`src/rtl/fpm_pkg.sv`:
```
package fpm_pkg;

  typedef enum logic [1:0] {
    CLS_ZERO = 2'd0,
    CLS_NORM = 2'd1,
    CLS_INF  = 2'd2,
    CLS_NAN  = 2'd3
  } fpm_cls_e;

  typedef struct packed {
    logic ovf;
    logic unf;
    logic inx;
    logic inv;
  } fpm_flags_t;

  typedef struct packed {
    logic [22:0] mant;
    logic [1:0]  eadj;
    logic        inexact;
  } fpm_rnd_t;

  localparam logic [31:0] FPM_QNAN = 32'h7FC0_0000;

  function automatic fpm_cls_e fpm_classify(input logic [7:0] e, input logic [22:0] f);
    if (e == 8'd0)        return CLS_ZERO;
    else if (e != 8'hFF)  return CLS_NORM;
    else if (f == 23'd0)  return CLS_INF;
    else                  return CLS_NAN;
  endfunction

  // Normalise a 48-bit significand product and round to nearest even.
  function automatic fpm_rnd_t fpm_round(input logic [47:0] p);
    fpm_rnd_t    r;
    logic        hi, g, s, up, cy;
    logic [22:0] m;
    hi = p[47];
    m  = hi ? p[46:24] : p[45:23];
    g  = hi ? p[23]    : p[22];
    s  = hi ? (|p[22:0]) : (|p[21:0]);
    up = g & (s | m[0]);
    {cy, r.mant} = {1'b0, m} + {23'd0, up};
    r.eadj    = {1'b0, hi} + {1'b0, cy};
    r.inexact = g | s;
    return r;
  endfunction

endpackage

```
`src/rtl/fpm_unpack.sv`:
```
module fpm_unpack
  import fpm_pkg::*;
(
  input  logic [31:0] word,
  output logic        sign,
  output logic [7:0]  expo,
  output logic [22:0] frac,
  output fpm_cls_e    cls
);
  assign sign = word[31];
  assign expo = word[30:23];
  assign frac = word[22:0];
  assign cls  = fpm_classify(word[30:23], word[22:0]);
endmodule

```
`src/rtl/fpm_core.sv`:
```
module fpm_core
  import fpm_pkg::*;
(
  input  fpm_cls_e    cls_a,
  input  fpm_cls_e    cls_b,
  input  logic        sign,
  input  logic [7:0]  ea,
  input  logic [7:0]  eb,
  input  logic [22:0] fa,
  input  logic [22:0] fb,
  output logic [31:0] res,
  output fpm_flags_t  flags
);
  logic [47:0] prod;
  fpm_rnd_t    rr;
  logic signed [9:0] e_sum;

  assign prod  = 48'({1'b1, fa}) * 48'({1'b1, fb});
  assign rr    = fpm_round(prod);
  assign e_sum = $signed({2'b00, ea}) + $signed({2'b00, eb}) - 10'sd127
               + $signed({8'd0, rr.eadj});

  always_comb begin
    res   = {sign, 31'd0};
    flags = '0;
    if (cls_a == CLS_NAN || cls_b == CLS_NAN) begin
      res = FPM_QNAN;
    end else if ((cls_a == CLS_INF && cls_b == CLS_ZERO) ||
                 (cls_a == CLS_ZERO && cls_b == CLS_INF)) begin
      res       = FPM_QNAN;
      flags.inv = 1'b1;
    end else if (cls_a == CLS_INF || cls_b == CLS_INF) begin
      res = {sign, 8'hFF, 23'd0};
    end else if (cls_a == CLS_ZERO || cls_b == CLS_ZERO) begin
      res = {sign, 31'd0};
    end else if (e_sum >= 10'sd255) begin
      res       = {sign, 8'hFF, 23'd0};
      flags.ovf = 1'b1;
      flags.inx = 1'b1;
    end else if (e_sum < 10'sd1) begin
      res       = {sign, 31'd0};
      flags.unf = 1'b1;
      flags.inx = 1'b1;
    end else begin
      res       = {sign, e_sum[7:0], rr.mant};
      flags.inx = rr.inexact;
    end
  end
endmodule

```
`src/rtl/fpm_pipe.sv`:
```
module fpm_pipe #(
  parameter int W     = 37,
  parameter int DEPTH = 2
) (
  input  logic         clk,
  input  logic         rst_n,
  input  logic [W-1:0] d,
  output logic [W-1:0] q
);
  generate
    if (DEPTH == 0) begin : g_bypass
      assign q = d;
    end else begin : g_regs
      logic [W-1:0] st [DEPTH];
      always_ff @(posedge clk) begin
        if (!rst_n) begin
          for (int i = 0; i < DEPTH; i++) st[i] <= '0;
        end else begin
          st[0] <= d;
          for (int i = 1; i < DEPTH; i++) st[i] <= st[i-1];
        end
      end
      assign q = st[DEPTH-1];
    end
  endgenerate
endmodule

```
`src/rtl/sp_mul_flags.sv`:
```
module sp_mul_flags
  import fpm_pkg::*;
#(
  parameter int LATENCY = 2
) (
  input  logic        clk,
  input  logic        rst_n,
  input  logic        in_valid,
  input  logic [31:0] op_a,
  input  logic [31:0] op_b,
  output logic        out_valid,
  output logic [31:0] result,
  output logic        flag_overflow,
  output logic        flag_underflow,
  output logic        flag_inexact,
  output logic        flag_invalid
);
  localparam int STAGES = (LATENCY > 3) ? 3 : ((LATENCY < 0) ? 0 : LATENCY);
  localparam int PW     = 1 + 32 + 4;

  logic        sa, sb;
  logic [7:0]  ea, eb;
  logic [22:0] fa, fb;
  fpm_cls_e    cls_a, cls_b;
  logic [31:0] core_res;
  fpm_flags_t  core_flags;
  logic [PW-1:0] pipe_out;
  fpm_flags_t  out_flags;

  fpm_unpack u_unp_a (.word(op_a), .sign(sa), .expo(ea), .frac(fa), .cls(cls_a));
  fpm_unpack u_unp_b (.word(op_b), .sign(sb), .expo(eb), .frac(fb), .cls(cls_b));

  fpm_core u_core (
    .cls_a(cls_a), .cls_b(cls_b), .sign(sa ^ sb),
    .ea(ea), .eb(eb), .fa(fa), .fb(fb),
    .res(core_res), .flags(core_flags)
  );

  fpm_pipe #(.W(PW), .DEPTH(STAGES)) u_pipe (
    .clk(clk), .rst_n(rst_n),
    .d({in_valid, core_res, core_flags}),
    .q(pipe_out)
  );

  assign out_valid      = pipe_out[PW-1];
  assign result         = pipe_out[PW-2:4];
  assign out_flags      = pipe_out[3:0];
  assign flag_overflow  = out_flags.ovf;
  assign flag_underflow = out_flags.unf;
  assign flag_inexact   = out_flags.inx;
  assign flag_invalid   = out_flags.inv;
endmodule

```
`config.mk`:
```
export PLATFORM = sky130hd
export DESIGN_NAME = sp_mul_flags
export DESIGN_NICKNAME = d
export VERILOG_FILES = /design/src/rtl/fpm_pkg.sv /design/src/rtl/fpm_unpack.sv /design/src/rtl/fpm_core.sv /design/src/rtl/fpm_pipe.sv /design/src/rtl/sp_mul_flags.sv
export SDC_FILE = /design/constraint.sdc
export NUM_CORES = 2
export LEC_CHECK = 0
export BUFFER_PORTS_ARGS = -buffer_cell sky130_fd_sc_hd__buf_2
export CAP_MARGIN = 20
export CORE_MARGIN = 5
export CORE_UTILIZATION = 55
export CTS_BUF_LIST = sky130_fd_sc_hd__clkbuf_2 sky130_fd_sc_hd__clkbuf_4 sky130_fd_sc_hd__clkbuf_8
export DETAILED_ROUTE_END_ITERATION = 10
export GPL_TIMING_DRIVEN = 1
export PLACE_DENSITY = 0.72
export SLEW_MARGIN = 20
export SYNTH_ARGS = -nofsm -noshare
export SYNTH_HDL_FRONTEND = slang
export SYNTH_HIERARCHICAL = 1
export SYNTH_SLANG_ARGS = --single-unit
```
`constraint.sdc`:
```
create_clock -name clk -period 15.6 [get_ports clk]
set_clock_uncertainty 0.2 [all_clocks]
set_input_delay 0.78 -clock clk [delete_from_list [all_inputs] [get_ports clk]]
set_output_delay 0.78 -clock clk [all_outputs]
set_load 0.01 [all_outputs]
```
---- Yosys cells after proc, flatten, opt, wreduce, memory -nomap -nowiden ----
Memory sizes are Yosys's and may differ from the RTL's.
Cells that the tools add are included.
operators by class
  add/subtract/negate cells ............... 5
  bitwise logic cells ..................... 6
  multipliers ............................. 1
  magnitude comparators ................... 2
  mux-type cells .......................... 29
  reduce and logical (&&, ||, !) cells .... 14
  eq/ne operators ......................... 6
operators with widths
  operator               number
  $mux 31                4
  $mux 37                2
  $mux 32                2
  $mul 24x24->48         1
  $logic_not 23->1       2
  $add 23x1->24          1
  $mux 23                1
  $reduce_or 23->1       1
  $reduce_or 22->1       1
  $logic_not 8->1        2
  $ne 8x8->1 const B     2
  $mux 1                 12
  $add 10x3->10          1
  $ge 10x9->1 const B    1
  $lt 10x2->1 const B    1
  $sub 10x8->10 const B  1
  $add 8x8->9            1
  $mux 3                 3
  $eq 2x2->1 const B     4
  $mux 2                 4
  $logic_not 2->1        2
  $logic_or 1x1->1       4
  $mux 4                 1
  $or 1x1->1             4
  4 further kinds        5
word-level totals
  output and inout port bits .............. 37
  register bits after elaboration ......... 0
  logic and storage cells ................. 64
  input bits .............................. 67
  bits in writable memories ............... 74
  memories ................................ 1
memories
  memory            depth  bits a word  read ports  clocked after Yosys merged registers in  write ports  RTL line        RTL
  u_pipe.g_regs.st  2      37           2           0                                        2            fpm_pipe.sv:14  logic [W-1:0] st [DEPTH];

---- Logic depth before layout (Yosys ltp) ----
  word-level depth ........................ 16
  depth in mapped cells ................... 51
  mapped depth without buffers ............ 46

---- By module ----
Netlist, hierarchy kept.
by module, submodules not included
  module        area each (um^2)  times used  cells an instance  sequential area each (um^2)
  fpm_core      21515.6           1           2592               0.0
  fpm_pipe      2306.0            1           193                1481.4
  fpm_unpack    336.6             2           46                 0.0
  sp_mul_flags  8.8               1           1                  0.0

---- Worst setup path before layout ----
No wires, ideal clock.
  path kind ............................... input -> register
  from .................................... input port op_a[13]
  to ...................................... memory u_pipe.g_regs.st[0][11]
  slack ................................... 4186 ps
  cell stages on the path ................. 46
  arrival ................................. 11099 ps
  required time ........................... 15285 ps
  path buffers ............................ 4
  setup time .............................. 115 ps
  path through ............................ buf_4 -> clkbuf_1 -> nand2_1 -> fa_1 -> inv_1 -> fa_1 -> inv_1 -> fa_1 -> inv_1 -> fa_1 -> inv_1 -> fa_1 -> inv_1 -> fa_1 -> inv_1 -> fa_1 -> inv_1 -> ha_1 -> (+10 left out) -> nand4_1 -> a211oi_1 -> ha_1 -> fa_1 -> ha_1 -> a21o_1 -> a21oi_1 -> o21ai_0 -> a21oi_1 -> xnor2_1 -> or4_1 -> nor4_1 -> or2_2 -> nor2_1 -> nand4_1 -> clkbuf_1 -> nor2_1 -> and2_1
RTL lines
  element             RTL line           RTL
  start: declaration  sp_mul_flags.sv:9  input logic [31:0] op_a,
  end: declaration    fpm_pipe.sv:14

==> metrics.txt <==
Port-buffer cells 103; biggest regs u_pipe/g_regs.st: 74 flops; total core area 0.0441 mm²; grt ovf 0; share of the synthesized area in the top cell type 0.395; Die H 221 µm; Slew Viols, Final 0; Post-CTS Hold Buffers 0; Starting Density 0.555; final hold violation count 0; Worst-Skew Late Latency 0.34 ns; top post-synthesis cells by area fa_1 40%, ha_1 9.7%, inv_1 9.6%; Final period util 0.907; share of cells above drive strength 1 0.0587; Die ar. 0.0489 mm²; dominant synthesized flop cell dfxtp_1; post-synthesis cell area 0.0245 mm²; Total GRT Usage 0.271; # fillers 4034; post-synthesis sequential area ratio 0.0605; CP startpoint kind input pin; final net count 3498; DRC Markers 0; Post-synth EDFFs 0; RSZ-0062 raised after global routing no; max_cap viols 0; Max Root-Sink Buffers 2; hpwl dp 50.8 mm; slowest CP cell a211oi_4; via count 19000; cell family with most CP delay adder cells; Worst Path Buf+Inv 10; Tmin final 14.14 ns; max incr delay on CP 0.73 ns; first-pass GRT wire length 108 mm; async set or reset register ratio after synthesis 0; final setup fails 0; setup tns final 0 ns; CTS Root Cell clkbuf_8; worst hold path type flop to flop; mux contribution to synthesized area 0.00490; f_max 70.7 MHz; Worst Path Max Fanout 30; Placer Congestion 0.914; number of buffers created by CTS 9; Synth Net Count 3619; status finished clean; H-tree levels 3; Mean Syn Cell Area 8.51 µm²; Syn-to-layout area delta 0.582%; Synth Area in Simple Gates 0.201; post-route ant nets 0; post-cts sizing count 0; Die Wd 221 µm; largest family of logic cells by synthesized area adder cells; DR iter-0 viols 1386; vias in the first global route 20600; Yosys cell types 82; synth warn 6; wire per inst 19.6 µm; TritonRoute pass-1 iters 6; Setup Buffers After CTS 0; post-synthesis cell count 2878; Ports 104; Critical Path End Type flop; max reg flops 74; largest net degree at the start of global routing 75; initial antenna violation count 2; WP data required 15.68 ns; Post-Synth XOR/XNOR Area 0.0193; Largest Register u_pipe/g_regs.st; row count 77; Routed WL 65.8 mm; Slew HR 0.426; CTS sink cnt 74; DR vias/cell 5.67; Synth Area in Adders 0.492; crit path DAT 14.22 ns; synthesized flop and latch total 74; WS Path Type input pin to flop; CTS tree done; area leader, netlist fa_1; clk slew on worst S/H paths 0.08 ns; Least-Margin Pin Slew 0.860 ns; Compound-Gate Fraction of Synth Area 0.0694
-- cell type report --
cell class              count  area [µm²]  area share
inverters                 631        2370      0.0961
clock inverters             5        77.6     0.00315
flip-flops and latches     74        1480      0.0601
well taps                 592         741      0.0301
repair buffers            105         531      0.0215
clock buffers              11         145     0.00589
diodes                      1        2.50    0.000102
multi-input cells        1936       19300       0.783
-- final timing paths --
kind              cells after the start                            endpoint                          startpoint  slack [ns]
setup / recovery                     45  u_pipe/g_regs.st[0][23]$_SDFF_PN0_                            op_a[22]        1.46
hold / removal                        1  u_pipe/g_regs.st[0][72]$_SDFF_PN0_  u_pipe/g_regs.st[0][35]$_SDFF_PN0_        0.23
setup reg to reg                      1  u_pipe/g_regs.st[0][73]$_SDFF_PN0_  u_pipe/g_regs.st[0][36]$_SDFF_PN0_       14.84
hold reg to reg                       1  u_pipe/g_regs.st[0][72]$_SDFF_PN0_  u_pipe/g_regs.st[0][35]$_SDFF_PN0_        0.23
-- synth_stat cells (11+ instances only) --
| library cell | number |
|---|---|
| o21ai_0 | 57 |
| a21oi_1 | 65 |
| nand3_1 | 29 |
| xnor2_1 | 28 |
| a211oi_1 | 19 |
| buf_2 | 17 |
| and3_1 | 11 |
| nor4_1 | 25 |
| nand2_1 | 335 |
| a21o_1 | 17 |
| fa_1 | 484 |
| o21a_1 | 12 |
| dfxtp_1 | 74 |
| and2_1 | 331 |
| xor2_1 | 24 |
| a31oi_1 | 13 |
| ha_1 | 190 |
| nor3_1 | 24 |
| clkbuf_1 | 104 |
| nand4_1 | 25 |
| inv_1 | 625 |
| buf_4 | 102 |
| nor2_1 | 91 |
| and4_1 | 11 |
-- cell usage in the layout, fill, tap and decap left out, drive strengths merged, types with 17 or more instances in the layout --
| cell type | synthesis | final |
|---|---|---|
| inv | 628 | 628 |
| fa | 484 | 484 |
| nand2 | 335 | 335 |
| and2 | 331 | 331 |
| ha | 190 | 190 |
| buf | 133 | 105 |
| nor2 | 91 | 91 |
| dfxtp | 74 | 74 |
| a21oi | 66 | 66 |
| o21ai | 65 | 65 |
| nand3 | 32 | 32 |
| nor4 | 32 | 32 |
| xnor2 | 29 | 29 |
| nand4 | 26 | 26 |
| xor2 | 24 | 24 |
| nor3 | 24 | 24 |
| a211oi | 20 | 20 |
| a21o | 17 | 17 |
-- cell families (layout without fill, tap and decap cells) --
logic type      count (synthesis)  count (layout)
compound gates                257             257
xor+xnor                       53              53
fa+ha+maj                     674             674
buf+inv                       868             752
flops                          74              74
mux                            11              11
other cells                     0               1
simple gates                  941             941
-- metal layers --
layer / vias up / global-route usage / share of wire
met3: 179 / 0.0437 / 0.068
met4: 2 / 0.0892 / 0.039
met1: 9678 / 0.356 / 0.41
li1: 8408 / - / -
met5: - / 0 / 0.00020
met2: 753 / 0.462 / 0.48
-- per-stage QoR --
stage	utilization	cells	worst slack, ns	cell area, µm²	hold slack (ns)
6_report	0.559	3355	1.46	24600	0.229
5_1_grt	0.558	3354	0.420	24600	0.241
4_1_cts	0.558	3354	1.62	24600	0.232
3_5_place_dp	0.553	3338	1.29	24400	0.219
3_3_place_gp	0.553	3338	1.67	24400	0.213
2_1_floorplan	-	2878	4.19	24500	0.206
Power is not shown: default switching activity piles up to over one toggle a cycle in this logic, so the estimate is an artifact.
